===== config.mk =====
export PLATFORM = sky130hd
export DESIGN_NAME = prg_chr_bank_regs
export DESIGN_NICKNAME = d
export VERILOG_FILES = /design/src/rtl/bank_pkg.sv /design/src/rtl/bank_wr_decode.sv /design/src/rtl/prg_bank_map.sv /design/src/rtl/chr_bank_file.sv /design/src/rtl/prg_chr_bank_regs.sv
export SDC_FILE = /design/constraint.sdc
export NUM_CORES = 1
export LEC_CHECK = 0
export BUFFER_PORTS_ARGS = -buffer_cell sky130_fd_sc_hd__buf_2
export CAP_MARGIN = 20
export CORE_MARGIN = 1
export CORE_UTILIZATION = 45
export CTS_CLUSTER_DIAMETER = 150
export CTS_CLUSTER_SIZE = 12
export DETAILED_ROUTE_END_ITERATION = 8
export PLACE_DENSITY = 0.68
export RECOVER_POWER = 50
export SETUP_SLACK_MARGIN = 0.5
export SYNTH_ARGS = -nofsm -noshare
export SYNTH_HDL_FRONTEND = slang
export SYNTH_SLANG_ARGS = --single-unit

===== constraint.sdc =====
create_clock -name clk -period 1.5 [get_ports clk]
set_input_delay 0 -clock clk [delete_from_list [all_inputs] [get_ports clk]]
set_output_delay 0 -clock clk [all_outputs]
set_load 0.03 [all_outputs]

===== src/rtl/bank_pkg.sv =====
// Package: shared widths, mirroring encoding and write-strobe bundle for
// the bank register unit. Assumes a 16-bit CPU bus and a 14-bit PPU bus.
package bank_pkg;

    localparam int CPU_AW      = 16;
    localparam int PPU_AW      = 14;
    localparam int DATA_W      = 8;
    localparam int PRG_REG_W   = 4;
    localparam int PRG_BW      = PRG_REG_W + 1;
    localparam int CHR_REG_W   = 7;
    localparam int SEL_W       = 3;
    localparam int N_PRG_SLOTS = 4;
    localparam int N_IDX_REGS  = 3;
    localparam int N_CHR_SLOTS = 8;
    localparam int PRG_SLOT_AW = $clog2(N_PRG_SLOTS);
    localparam int CHR_SLOT_AW = $clog2(N_CHR_SLOTS);

    typedef enum logic {
        MIR_HORZ = 1'b0,
        MIR_VERT = 1'b1
    } mirror_e;

    typedef struct packed {
        logic sel_we;    // index register load
        logic top_we;    // indexed program register load
        logic hibit_we;  // program high-bit load
        logic mir_we;    // mirroring load
        logic chr_we;    // character register load
    } wr_strobes_t;

endpackage


===== src/rtl/bank_wr_decode.sv =====
// Module: bank_wr_decode
// Turns a CPU write into load strobes. The top-page strobes overlap on
// purpose: one write may raise top_we together with one sub-page strobe.
// Assumes cpu_wr is a single-cycle pulse per write.
module bank_wr_decode
    import bank_pkg::*;
(
    input  logic [CPU_AW-1:0] cpu_addr,
    input  logic              cpu_wr,
    output wr_strobes_t       strobes
);

    localparam logic [3:0] PAGE_SEL = 4'hE;
    localparam logic [3:0] PAGE_TOP = 4'hF;
    localparam logic [5:0] SUB_HI   = 6'b111100;
    localparam logic [5:0] SUB_MIR  = 6'b111110;
    localparam logic [5:0] SUB_CHR  = 6'b111111;

    logic [3:0] page;
    logic [5:0] sub;

    // Purpose: split the address into 4 KB page and 1 KB sub-page fields.
    always_comb begin
        page = cpu_addr[CPU_AW-1 -: 4];
        sub  = cpu_addr[CPU_AW-1 -: 6];
    end

    // Purpose: gate each decode with the write strobe.
    always_comb begin
        strobes.sel_we   = cpu_wr && (page == PAGE_SEL);
        strobes.top_we   = cpu_wr && (page == PAGE_TOP);
        strobes.hibit_we = cpu_wr && (sub == SUB_HI);
        strobes.mir_we   = cpu_wr && (sub == SUB_MIR);
        strobes.chr_we   = cpu_wr && (sub == SUB_CHR);
    end

endmodule


===== src/rtl/prg_bank_map.sv =====
// Module: prg_bank_map
// Holds the select index, three indexed program registers and four high
// bank bits; maps the CPU slot to a program bank number, clamping the
// fixed last slot to the bank count. Assumes PRG_BANKS <= 2**PRG_BW.
module prg_bank_map
    import bank_pkg::*;
#(
    parameter int PRG_BANKS = 24
) (
    input  logic              clk,
    input  logic              rst_n,
    input  wr_strobes_t       strobes,
    input  logic [CPU_AW-1:0] cpu_addr,
    input  logic [DATA_W-1:0] cpu_data,
    output logic [PRG_BW-1:0] prg_bank
);

    localparam logic [PRG_BW-1:0]    LAST_BANK = PRG_BW'(PRG_BANKS - 1);
    localparam logic [PRG_REG_W-1:0] ALL_ONES  = '1;
    localparam int                   HI_DBIT   = 3;

    logic [SEL_W-1:0]     sel_idx;
    logic [PRG_REG_W-1:0] prg_reg [N_IDX_REGS];
    logic                 hi_bit  [N_PRG_SLOTS];
    logic [PRG_BW-1:0]    slot_bank [N_PRG_SLOTS];
    logic [PRG_SLOT_AW-1:0] cpu_slot;

    // Purpose: load the select index from the index page.
    always_ff @(posedge clk) begin
        if (!rst_n)               sel_idx <= '0;
        else if (strobes.sel_we)  sel_idx <= cpu_data[SEL_W-1:0];
    end

    generate
        for (genvar g = 0; g < N_IDX_REGS; g++) begin : g_idx_reg
            // Purpose: load program register g when the index names it.
            always_ff @(posedge clk) begin
                if (!rst_n)
                    prg_reg[g] <= '0;
                else if (strobes.top_we && (sel_idx == SEL_W'(g + 1)))
                    prg_reg[g] <= cpu_data[PRG_REG_W-1:0];
            end
            // Purpose: bank for a switchable slot is {high bit, register}.
            always_comb slot_bank[g] = {hi_bit[g], prg_reg[g]};
        end

        for (genvar s = 0; s < N_PRG_SLOTS; s++) begin : g_hi_bit
            // Purpose: load the high bank bit of slot s from data bit 3.
            always_ff @(posedge clk) begin
                if (!rst_n)
                    hi_bit[s] <= 1'b1;
                else if (strobes.hibit_we &&
                         (cpu_addr[PRG_SLOT_AW-1:0] == PRG_SLOT_AW'(s)))
                    hi_bit[s] <= cpu_data[HI_DBIT];
            end
        end
    endgenerate

    logic [PRG_BW-1:0] fixed_raw;

    // Purpose: fixed last slot, limited to the last bank present.
    always_comb begin
        fixed_raw = {hi_bit[N_PRG_SLOTS-1], ALL_ONES};
        slot_bank[N_PRG_SLOTS-1] = (fixed_raw > LAST_BANK) ? LAST_BANK
                                                           : fixed_raw;
    end

    // Purpose: choose the bank of the slot under the CPU address.
    always_comb begin
        cpu_slot = cpu_addr[CPU_AW-2 -: PRG_SLOT_AW];
        prg_bank = slot_bank[cpu_slot];
    end

endmodule


===== src/rtl/chr_bank_file.sv =====
// Module: chr_bank_file
// Eight 1 KB character bank registers, loaded by CPU writes and read out
// by the PPU slot index. Assumes one write per cycle at most.
module chr_bank_file
    import bank_pkg::*;
(
    input  logic                 clk,
    input  logic                 rst_n,
    input  logic                 chr_we,
    input  logic [CPU_AW-1:0]    cpu_addr,
    input  logic [DATA_W-1:0]    cpu_data,
    input  logic [PPU_AW-1:0]    ppu_addr,
    output logic [CHR_REG_W-1:0] chr_bank
);

    localparam int SLOT_LSB = 10;

    logic [CHR_REG_W-1:0]   chr_reg [N_CHR_SLOTS];
    logic [CHR_SLOT_AW-1:0] ppu_slot;

    generate
        for (genvar c = 0; c < N_CHR_SLOTS; c++) begin : g_chr_reg
            // Purpose: load character register c from the low data bits.
            always_ff @(posedge clk) begin
                if (!rst_n)
                    chr_reg[c] <= '0;
                else if (chr_we &&
                         (cpu_addr[CHR_SLOT_AW-1:0] == CHR_SLOT_AW'(c)))
                    chr_reg[c] <= cpu_data[CHR_REG_W-1:0];
            end
        end
    endgenerate

    // Purpose: select the register for the 1 KB slot the PPU addresses.
    always_comb begin
        ppu_slot = ppu_addr[SLOT_LSB +: CHR_SLOT_AW];
        chr_bank = chr_reg[ppu_slot];
    end

endmodule


===== src/rtl/prg_chr_bank_regs.sv =====
// Module: prg_chr_bank_regs (top)
// Bank register unit: write decode, program bank map, character bank
// file, mirroring flag and work-RAM window select. Outputs are
// combinational from registers and current addresses.
module prg_chr_bank_regs
    import bank_pkg::*;
#(
    parameter int PRG_BANKS = 24
) (
    input  logic                    clk,
    input  logic                    rst_n,
    input  logic [15:0]             cpu_addr,
    input  logic [7:0]              cpu_data,
    input  logic                    cpu_wr,
    input  logic [13:0]             ppu_addr,
    output logic [4:0]              prg_bank,
    output logic [6:0]              chr_bank,
    output logic                    wram_sel,
    output logic                    mirror_vert
);

    localparam logic [2:0] WRAM_PAGE = 3'b011;

    wr_strobes_t strobes;
    mirror_e     mirror_q;

    bank_wr_decode u_dec (
        .cpu_addr (cpu_addr),
        .cpu_wr   (cpu_wr),
        .strobes  (strobes)
    );

    prg_bank_map #(.PRG_BANKS(PRG_BANKS)) u_prg (
        .clk      (clk),
        .rst_n    (rst_n),
        .strobes  (strobes),
        .cpu_addr (cpu_addr),
        .cpu_data (cpu_data),
        .prg_bank (prg_bank)
    );

    chr_bank_file u_chr (
        .clk      (clk),
        .rst_n    (rst_n),
        .chr_we   (strobes.chr_we),
        .cpu_addr (cpu_addr),
        .cpu_data (cpu_data),
        .ppu_addr (ppu_addr),
        .chr_bank (chr_bank)
    );

    // Purpose: hold the mirroring mode, loaded from data bit 0.
    always_ff @(posedge clk) begin
        if (!rst_n)              mirror_q <= MIR_VERT;
        else if (strobes.mir_we) mirror_q <= mirror_e'(cpu_data[0]);
    end

    // Purpose: drive the mirroring pin and the work-RAM window select.
    always_comb begin
        mirror_vert = (mirror_q == MIR_VERT);
        wram_sel    = (cpu_addr[15:13] == WRAM_PAGE);
    end

endmodule


==> results of run 1 <==
[kinds of logic (layout without fill, tap and decap cells)]
family / Yosys count / after routing / synth area share, %
multiplexers: 29 / 29 / 15.3
flip-flops: 76 / 76 / 61.9
AO/OA/AOI/OAI: 20 / 20 / 3.46
buffers and inverters: 21 / 87 / 3.32
AND/OR/NAND/NOR: 129 / 129 / 15.9
[metrics by stage]
stage                     setup TNS, ps  setup slack, ps  util, %  instance area (um2)
after floorplan                       0              149        -                 3760
after global placement                0              176     52.4                 4070
after detailed placement              0              148     52.4                 4070
after CTS                         -1180             -188     58.7                 4560
after global routing              -1400             -222     59.2                 4600
final                             -1030             -170     59.2                 4600
[routing by layer]
metal | vias to the layer above | GRT usage [%]
met5 | - | 0
li1 | 1146 | -
met2 | 52 | 33.9
met4 | 0 | 7.41
met3 | 12 | 4.31
met1 | 1159 | 25.2
[area by class of cell]
class	count	area [um2]	share of cell area, %
Clock buffer	9	124	2.69
Sequential cell	76	2250	49.0
Inverter	4	15.0	0.327
Multi-Input combinational cell	178	1470	31.9
Timing Repair Buffer	67	504	11.0
Clock inverter	7	106	2.31
Tap cell	102	128	2.78
[critical path: stages (launching register included)]
cell      delay [ps]
edfxtp_1         410
mux4_2           490
mux2_4           280
buf_6            140
[power groups by stage]
stage / combinational (mW) / sequential [mW] / clock (mW)
after floorplan: 0.373 / 2.47 / 0
after global placement: 0.501 / 2.48 / 0
after detailed placement: 0.510 / 2.49 / 0
after CTS: 0.587 / 2.44 / 1.83
after global routing: 0.615 / 2.44 / 1.90
final: 0.578 / 2.43 / 1.79
[final timing paths]
check	from	end	slack, ps	cells past startpoint
worst max-delay path	u_chr.chr_reg[4][3]	chr_bank[3]	-170	3
worst min-delay path	cpu_addr[0]	u_prg.hi_bit[2]	20	3
worst max register to register	u_prg.sel_idx[1]	u_prg.prg_reg[0][2]	330	2
worst min register to register	u_prg.sel_idx[2]	u_prg.sel_idx[2]	570	2
[what timing repair did]
action / 4_1_cts / 5_1_grt
cloned: 0 / 0
buffers inserted: 4 / 4
gates resized for setup: 49 / 19
hold endpoints to repair: 4 / 0
hold buffers: 5 / 0
setup endpoints to repair: 36 / 78
pin swaps: 7 / 3
[cells in the final DEF (no fill, tap or decap), types with 2 or more instances in the layout]
master and count:
and2_0 2, buf_2 20, buf_4 14, buf_6 17, bufinv_16 2, clkbuf_1 10
clkbuf_8 9, dfxtp_4 3, dlygate4sd3_1 5, edfxtp_1 72, inv_1 4, inv_6 3
mux2_4 10, mux2i_1 3, mux4_2 16, nand2_1 27, nand2_4 2, nand2b_1 4
nand2b_4 3, nand4_1 8, nor2_1 62, nor2_2 2, nor2b_1 2, nor3_2 2
nor4_4 4, o21ai_1 3, o21ai_2 7, o22a_1 3, o31ai_4 3
==> qor.yml, run 1 <==
status:
  status: "finished, violations left"
  violations: "negative setup slack"
synthesis:
  syn_nets: 316
  synth-seq-cells: 76
  syn_area_mm2: 0.00362
  syn_inst: 275
  synth.area.top_cells: "edfxtp_1 60%, mux4_1 10%, nor2_1 6.7%"
  synth_edf_count: 72
  ys.flop_type: "edfxtp_1"
  yosysWarnings: 0
  yosysTopAreaCell: "edfxtp_1"
  synth.most_common_cell: "edfxtp_1"
  synth_top_cell_area_share_pct: 59.7
  ys_seq_area_share_pct: 61.9
  synth_cell_types: 32
  ys_top_cells_by_count: "72 x edfxtp_1, 65 x nor2_1, 29 x nand2_1"
  ys_async_sr_fraction_pct: 0
  avgSynthCellArea_um2: 13.2
finish:
  largest_reg_flops: 56
  drive_above_1_share_pct: 37.2
  syn_to_final_growth_pct: 27.0
  antenna_cells: 0
  instances_no_fill: 443
  fin_nets: 377
  fillers: 611
timing:
  slew_headroom_pct: 51.7
  worst_pin_slew_ps: 725
  rsz0062_at_grt: "yes"
  holdWs_ps: 24.2
  timing.fmax_ghz: 0.599
  hold_viol_final: 0
  setup_slack_ps: -170
  clock_skew_ps: 8.40
  finalSetupViolations: 7
  period_minus_slack_ps: 1670
  period_share_pct: 111
  slew_violations: 0
die:
  rows: 32
  core-area_mm2: 0.00777
  die_area_mm2: 0.00841
  die_h_um: 91.7
  io_pins: 55
  die_x_um: 91.7
  initial_core_util_pct: 46.6
worst_setup_path:
  cp-end-kind: "primary output"
  critPathArrivalTime_ps: 1670
  critPathMaxFanout: 1
  critPathKind: "reg -> out"
  cp_data_required_time_ps: 1500
  start_kind: "flop"
drt:
  final_antenna_net_count: 0
  first_pass_iters: 4
  met3_length_um: 338
  wl_met1_um: 3300
  via_count: 2369
  wire_per_inst_um: 17.6
  route.met2.wl_um: 4010
  vias_per_cell: 5.35
  maxUsedRoutingLayer: "met4"
  drc_errors: 0
  drt_wl_total_um: 7810
  drtIter0Drc: 160
power:
  p_per_area_mw_per_mm2: 1050
  intPower_mw: 3.64
  switchingPower_mw: 1.17
  switching_share_pct: 24.3
  pwr-share-clk_pct: 37.3
  p_total_mw: 4.81
  comb_power_share_pct: 12.0
  seqPwrFrac_pct: 50.6
  ir_drop_mv: 0.633
  p_leak_nw: 1.55
clock_tree:
  cts_root_buffer: "clkbuf_8"
  cts_buffer_depth: 2
  clock-sinks: 76
  clock_latency_ps: 350
  cts_buffers: 9
  htreeDepth: 3
  clk_pin_slew_ps: 90
  cts_tree: "yes"
placement:
  place_inst: 414
  gp_congestion: 0.771
  portBuffers: 35
  dp_hpwl_um: 5460
global_route:
  grt_pass1_vias: 2415
  gr-usage-all-layers_pct: 20.0
  grt_pass1_wl_um: 12300
  grt_max_degree: 16
  antenna_found_initial: 0
  gr-total-overflow: 0
run:
  cap_violations: 0
min_path:
  hold_path_class: "in -> reg"
No activity file was read; power rests on OpenSTA's default activity.
==> run 2: changes to the inputs <==
ABC_AREA = 1   (was not set)
==> run 2 against run 1 <==
The flow now finishes without violations. Clock skew down 6.6 ps. Sequential share of layout area rose by 0.66 points. Register-to-register slack better by 120 ps.
==> qor.yml, run 2 <==
synthesis:
  ys_async_sr_fraction_pct: 0
  syn_nets: 483
  synth_top_cell_area_share_pct: 57.2
  yosysWarnings: 0
  ys_seq_area_share_pct: 59.3
  synth_edf_count: 72
  avgSynthCellArea_um2: 8.55
  synth-seq-cells: 76
  synth.area.top_cells: "edfxtp_1 57%, nand2_1 17%, nor2_1 8.6%"
  synth.most_common_cell: "nand2_1"
  syn_area_mm2: 0.00378
  ys.flop_type: "edfxtp_1"
  yosysTopAreaCell: "edfxtp_1"
  synth_cell_types: 21
  ys_top_cells_by_count: "175 x nand2_1, 87 x nor2_1, 72 x edfxtp_1"
  syn_inst: 442
drt:
  final_antenna_net_count: 0
  vias_per_cell: 5.00
  via_count: 3009
  drt_wl_total_um: 8520
  first_pass_iters: 4
  wire_per_inst_um: 14.1
  drc_errors: 0
  drtIter0Drc: 150
timing:
  worst_pin_slew_ps: 501
  hold_viol_final: 0
  period_share_pct: 86.3
  setup-tns-final_ps: 0
  timing.fmax_ghz: 0.772
  period_minus_slack_ps: 1290
  slew_violations: 0
  finalSetupViolations: 0
  slew_headroom_pct: 66.6
  clock_skew_ps: 1.81
  setup_slack_ps: 205
  rsz0062_at_grt: "yes"
clock_tree:
  clock-sinks: 76
  clock_latency_ps: 340
  cts_tree: "yes"
  cts_buffers: 9
  cts_root_buffer: "clkbuf_8"
  cts_buffer_depth: 2
  clk_pin_slew_ps: 80
  htreeDepth: 3
global_route:
  gr-usage-all-layers_pct: 21.2
  gr-total-overflow: 0
  global_route.usage.met2_pct: 35.7
  grt_pass1_vias: 2851
  grt_pass1_wl_um: 13600
  use_met3_pct: 3.82
  grt_max_degree: 29
  antenna_found_initial: 0
  use_met1_pct: 27.4
  grt_busiest_layer: "met2"
worst_setup_path:
  path_cells: "a21oi_2 -> o21ai_1 -> o21ai_1 -> buf_4"
  crit_buf_inv: 1
  reg2reg_to: "u_prg.prg_reg[1][2]"
  critPathMaxStageDelay_ps: 410
  path_common_cell: "o21ai_1"
  critPathMaxFanout: 2
  critPathKind: "reg -> out"
  r2r-start: "u_prg.sel_idx[2]"
  cp_slowest_cell: "edfxtp_1"
  critPathArrivalTime_ps: 1290
  cp-end-kind: "primary output"
  cp_data_required_time_ps: 1500
  reg2reg_depth: 4
  startpoint: "u_prg.hi_bit[3]"
  start_kind: "flop"
  critPathTopFamily: "flip-flops"
  rrSetupSlack_ps: 450
status:
  status: "finished clean"
placement:
  portBuffers: 35
  postPlaceCellArea_mm2: 0.00409
  post-place-ws_ps: 98.0
  gp_congestion: 0.773
  dp_hpwl_um: 5690
finish:
  drive_above_1_share_pct: 18.9
  final_cell_mix: "164 x nand2_1, 84 x nor2_1, 72 x edfxtp_1"
  seq_area_mm2: 0.00225
  fillers: 720
  multi_input_area_mm2: 0.00141
  antenna_cells: 0
  syn_to_final_growth_pct: 19.7
  largest_reg_flops: 56
  final_area_mm2: 0.00452
  fin_nets: 533
  final_common_cell: "nand2_1"
die:
  rows: 33
  die_x_um: 93.6
  die_area_mm2: 0.00877
  initial_core_util_pct: 46.2
  die_h_um: 93.6
  core-area_mm2: 0.00818
  io_pins: 55
run:
  cap_violations: 0
power:
  ir_drop_mv: 0.566
  p_per_area_mw_per_mm2: 966
  p_leak_nw: 1.97
min_path:
  hold_path_class: "in -> reg"
  hold_start: "cpu_addr[11]"
  hold_end: "mirror_vert"
  holdPathStages: 6
run 2: stage by stage:
stage                     power [mW]  util [%]  hold slack (ps)  std cells
final                           4.37      55.3             41.7        602
after global routing            4.54      55.3             88.8        602
after CTS                       4.36      54.6             17.5        600
after detailed placement        2.98      50.0              292        571
after global placement          2.97      50.0              288        571
after floorplan                 2.81         -              122        442
run 2: repair_timing:
| action | CTS | global route |
|---|---|---|
| pin swaps | 14 | 18 |
| hold buffers | 6 | 0 |
| endpoints found under the hold margin | 8 | 0 |
| endpoints found under the setup margin | 33 | 32 |
| resized for setup | 34 | 27 |
| setup buffers | 7 | 2 |
run 2: worst max-delay path by stage:
stage	to	slack [ps]	cells past startpoint
after global placement	u_chr.chr_reg[7][5]	140	6
final	prg_bank[3]	210	4
after detailed placement	u_chr.chr_reg[7][4]	100	6
after global routing	prg_bank[3]	120	4
after CTS	prg_bank[3]	200	4
after floorplan	u_chr.chr_reg[0][0]	480	4
run 2: layout make-up:
class	instances	area share [%]
Inverter	35	2.91
Tap cell	105	2.91
Multi-Input combinational cell	314	31.2
Sequential cell	76	49.7
Clock buffer	9	2.74
Clock inverter	7	0.968
Timing Repair Buffer	56	9.57
run 2: per-layer routing:
metal | vias up | part of all wire [%]
met3 | 14 | 5.6
li1 | 1521 | -
met5 | - | 0
met2 | 77 | 50
met1 | 1397 | 42
met4 | 0 | 1.9
run 2: worst min-delay path: stages:
cell and delay, ps:
buf_2 110, inv_1 50, nor2_1 40, nand2_1 50, nand2_1 40, nand3_1 60
run 2: kinds of logic (layout without fill, tap and decap cells):
group,count (synthesis),count (layout),synth area share [%]
flops,76,76,59.3
compound gates,19,19,2.58
simple gates,295,295,32.5
buf+inv,52,107,5.60
run 2: report_power, final:
part	switching [mW]	total, mW	leakage, nW	internal [mW]
clock	0.765	1.36	0.0864	0.591
sequential	0.0279	2.43	0.729	2.41
combinational	0.388	0.577	1.16	0.190
total	1.18	4.37	1.97	3.19
==> run 3: changes to the inputs <==
ABC_CLOCK_PERIOD_IN_PS = 1500   (was not set)
PLACE_DENSITY = not set   (was 0.68)
PLACE_DENSITY_LB_ADDON = 0.2   (was not set)
SYNTH_HIERARCHICAL = 1   (was not set)
==> run 3 against run 2 <==
Register-to-register slack gained 30 ps. Final cell count rose by 5.1%. Combinational power up 13%. Via count up 3.5%. Sequential power is essentially flat. Area after synthesis is 7.2% higher. Count of clock-buffer cells in the layout is 1 higher. Critical path type is now in -> reg. Largest cell class unchanged. Highest routed layer unchanged.
==> qor.yml, run 3 <==
clock_tree:
  cts_buffer_depth: 2
  clock_latency_ps: 340
  cts_buffers: 9
  clk_pin_slew_ps: 70
  cts_root_buffer: "clkbuf_8"
  htreeDepth: 3
  clock-sinks: 76
  cts_tree: "yes"
drt:
  first_pass_iters: 5
  final_antenna_net_count: 0
  via_count: 3113
  drt_wl_total_um: 9070
  drc_errors: 0
  drtIter0Drc: 83
  vias_per_cell: 4.92
  wire_per_inst_um: 14.3
synthesis:
  yosysWarnings: 6
  ys_seq_area_share_pct: 55.4
  ys.flop_type: "edfxtp_1"
  syn_area_mm2: 0.00405
  synth.most_common_cell: "nand2_1"
  avgSynthCellArea_um2: 8.47
  syn_nets: 519
  yosysTopAreaCell: "edfxtp_1"
  synth_top_cell_area_share_pct: 53.4
  synth-seq-cells: 76
  ys_async_sr_fraction_pct: 0
  ys_top_cells_by_count: "139 x nand2_1, 89 x inv_1, 76 x nor2_1"
  syn_inst: 478
  synth_edf_count: 72
  synth.area.top_cells: "edfxtp_1 53%, nand2_1 13%, inv_1 8.2%"
  synth_cell_types: 23
timing:
  period_share_pct: 88.0
  rsz0062_at_grt: "yes"
  slew_headroom_pct: 53.4
  timing.fmax_ghz: 0.757
  setup-tns-final_ps: 0
  finalSetupViolations: 0
  clock_skew_ps: 1.96
  period_minus_slack_ps: 1320
  slew_violations: 0
  worst_pin_slew_ps: 699
  hold_viol_final: 0
min_path:
  hold_start: "cpu_data[2]"
  hold_end: "u_prg/sel_idx[2]"
  holdPathStages: 3
  hold_path_class: "in -> reg"
die:
  io_pins: 55
  die_x_um: 96.9
  die_area_mm2: 0.00938
  die_h_um: 96.9
  rows: 34
  core-area_mm2: 0.00872
  initial_core_util_pct: 46.4
worst_setup_path:
  critPathMaxStageDelay_ps: 400
  r2r-start: "u_prg/sel_idx[0]"
  critPathMaxFanout: 8
  critPathTopFamily: "simple AND/OR/NAND/NOR gates"
  start_kind: "input pin"
  critPathKind: "in -> reg"
  reg2reg_to: "u_prg/prg_reg[0][3]"
  path_cells: "clkbuf_1 -> nand2_8 -> nor2_4 -> nand2_1 -> nor2_4 -> nand2_1 -> o21ai_2"
  rrSetupSlack_ps: 480
  critPathArrivalTime_ps: 1320
  crit_buf_inv: 1
  cp_slowest_cell: "o21ai_2"
  cp-end-kind: "flop"
  reg2reg_depth: 4
  cp_data_required_time_ps: 1500
placement:
  gp_congestion: 0.875
  dp_hpwl_um: 6070
  portBuffers: 35
finish:
  antenna_cells: 0
  drive_above_1_share_pct: 25.9
  final_util_pct: 55.6
  fin_nets: 561
  syn_to_final_growth_pct: 19.6
  final_common_cell: "nand2_1"
  largest_reg_flops: 56
  fillers: 809
  final_cell_mix: "109 x nand2_1, 82 x inv_1, 72 x nor2_1, 72 x edfxtp_1, 28 x nand3_1"
power:
  ir_drop_mv: 0.479
  p_per_area_mw_per_mm2: 986
  p_leak_nw: 2.22
status:
  status: "finished clean"
global_route:
  antenna_found_initial: 0
  use_met1_pct: 23.7
  grt_pass1_wl_um: 14600
  gr-usage-all-layers_pct: 19.8
  use_met3_pct: 2.75
  grt_busiest_layer: "met2"
  grt_max_degree: 29
  grt_pass1_vias: 3158
  global_route.usage.met2_pct: 35.2
  gr-total-overflow: 0
run:
  cap_violations: 0
-- run 3: power breakdown --
group / internal, mW / switching [mW]
logic: 0.213 / 0.439
clock network: 0.937 / 0.756
registers: 2.40 / 0.0282
total: 3.55 / 1.22
-- run 3: area by class of cell --
class                   count  area (um2)  area share [%]
clock buffers              10         128            2.63
clock inverters             6        88.8            1.83
inverters                  96         372            7.67
multi-input cells         293        1540            31.7
flip-flops and latches     76        2250            46.5
well taps                 108         135            2.79
repair buffers             44         335            6.92
-- run 3: tightest hold or removal path, cell delays in order --
cell,delay [ps]
buf_2,110
inv_1,120
a21oi_1,80
-- run 3: worst max path at each step --
stage	startpoint	endpoint	depth (start not counted)
after CTS	u_chr/chr_reg[2][1]	chr_bank[1]	7
final	cpu_addr[14]	u_chr/chr_reg[7][1]	7
after floorplan	cpu_addr[13]	u_chr/chr_reg[1][0]	8
after global routing	cpu_addr[14]	u_chr/chr_reg[7][1]	7
after global placement	cpu_addr[14]	u_chr/chr_reg[2][6]	9
after detailed placement	cpu_addr[14]	u_chr/chr_reg[2][5]	9
-- run 3: layer usage --
layer / vias up / share of wire (%)
met4: 0 / 2.5
met3: 20 / 3.8
li1: 1562 / -
met5: - / 0
met2: 84 / 51
met1: 1447 / 43
-- run 3: cell families after synthesis --
group / count (synthesis) / synth area share, %
DFF: 76 / 55.4
buffers and inverters: 109 / 11.4
AOI/OAI and AO/OA: 11 / 1.36
and+or+nand+nor: 282 / 31.9
-- run 3: timing repair --
| action | CTS | global route |
|---|---|---|
| hold endpoints to repair | 3 | 0 |
| hold buffers | 4 | 0 |
| endpoints found under the setup margin | 24 | 105 |
| gates resized for setup | 46 | 50 |
| setup buffers | 0 | 1 |
| pin swaps | 21 | 16 |
-- run 3: metrics by stage --
stage | instances | setup WS (ps) | hold WS, ps | power [mW] | instance area [um2]
floorplan | 478 | 467 | 72.2 | 2.85 | 4120
global placement | 612 | 169 | 250 | 3.02 | 4370
detailed placement | 612 | 132 | 274 | 3.03 | 4370
CTS | 632 | 210 | 2.03 | 4.78 | 4770
global route | 633 | 98.0 | 26.7 | 4.95 | 4840
finish | 633 | 180 | 11.0 | 4.78 | 4840
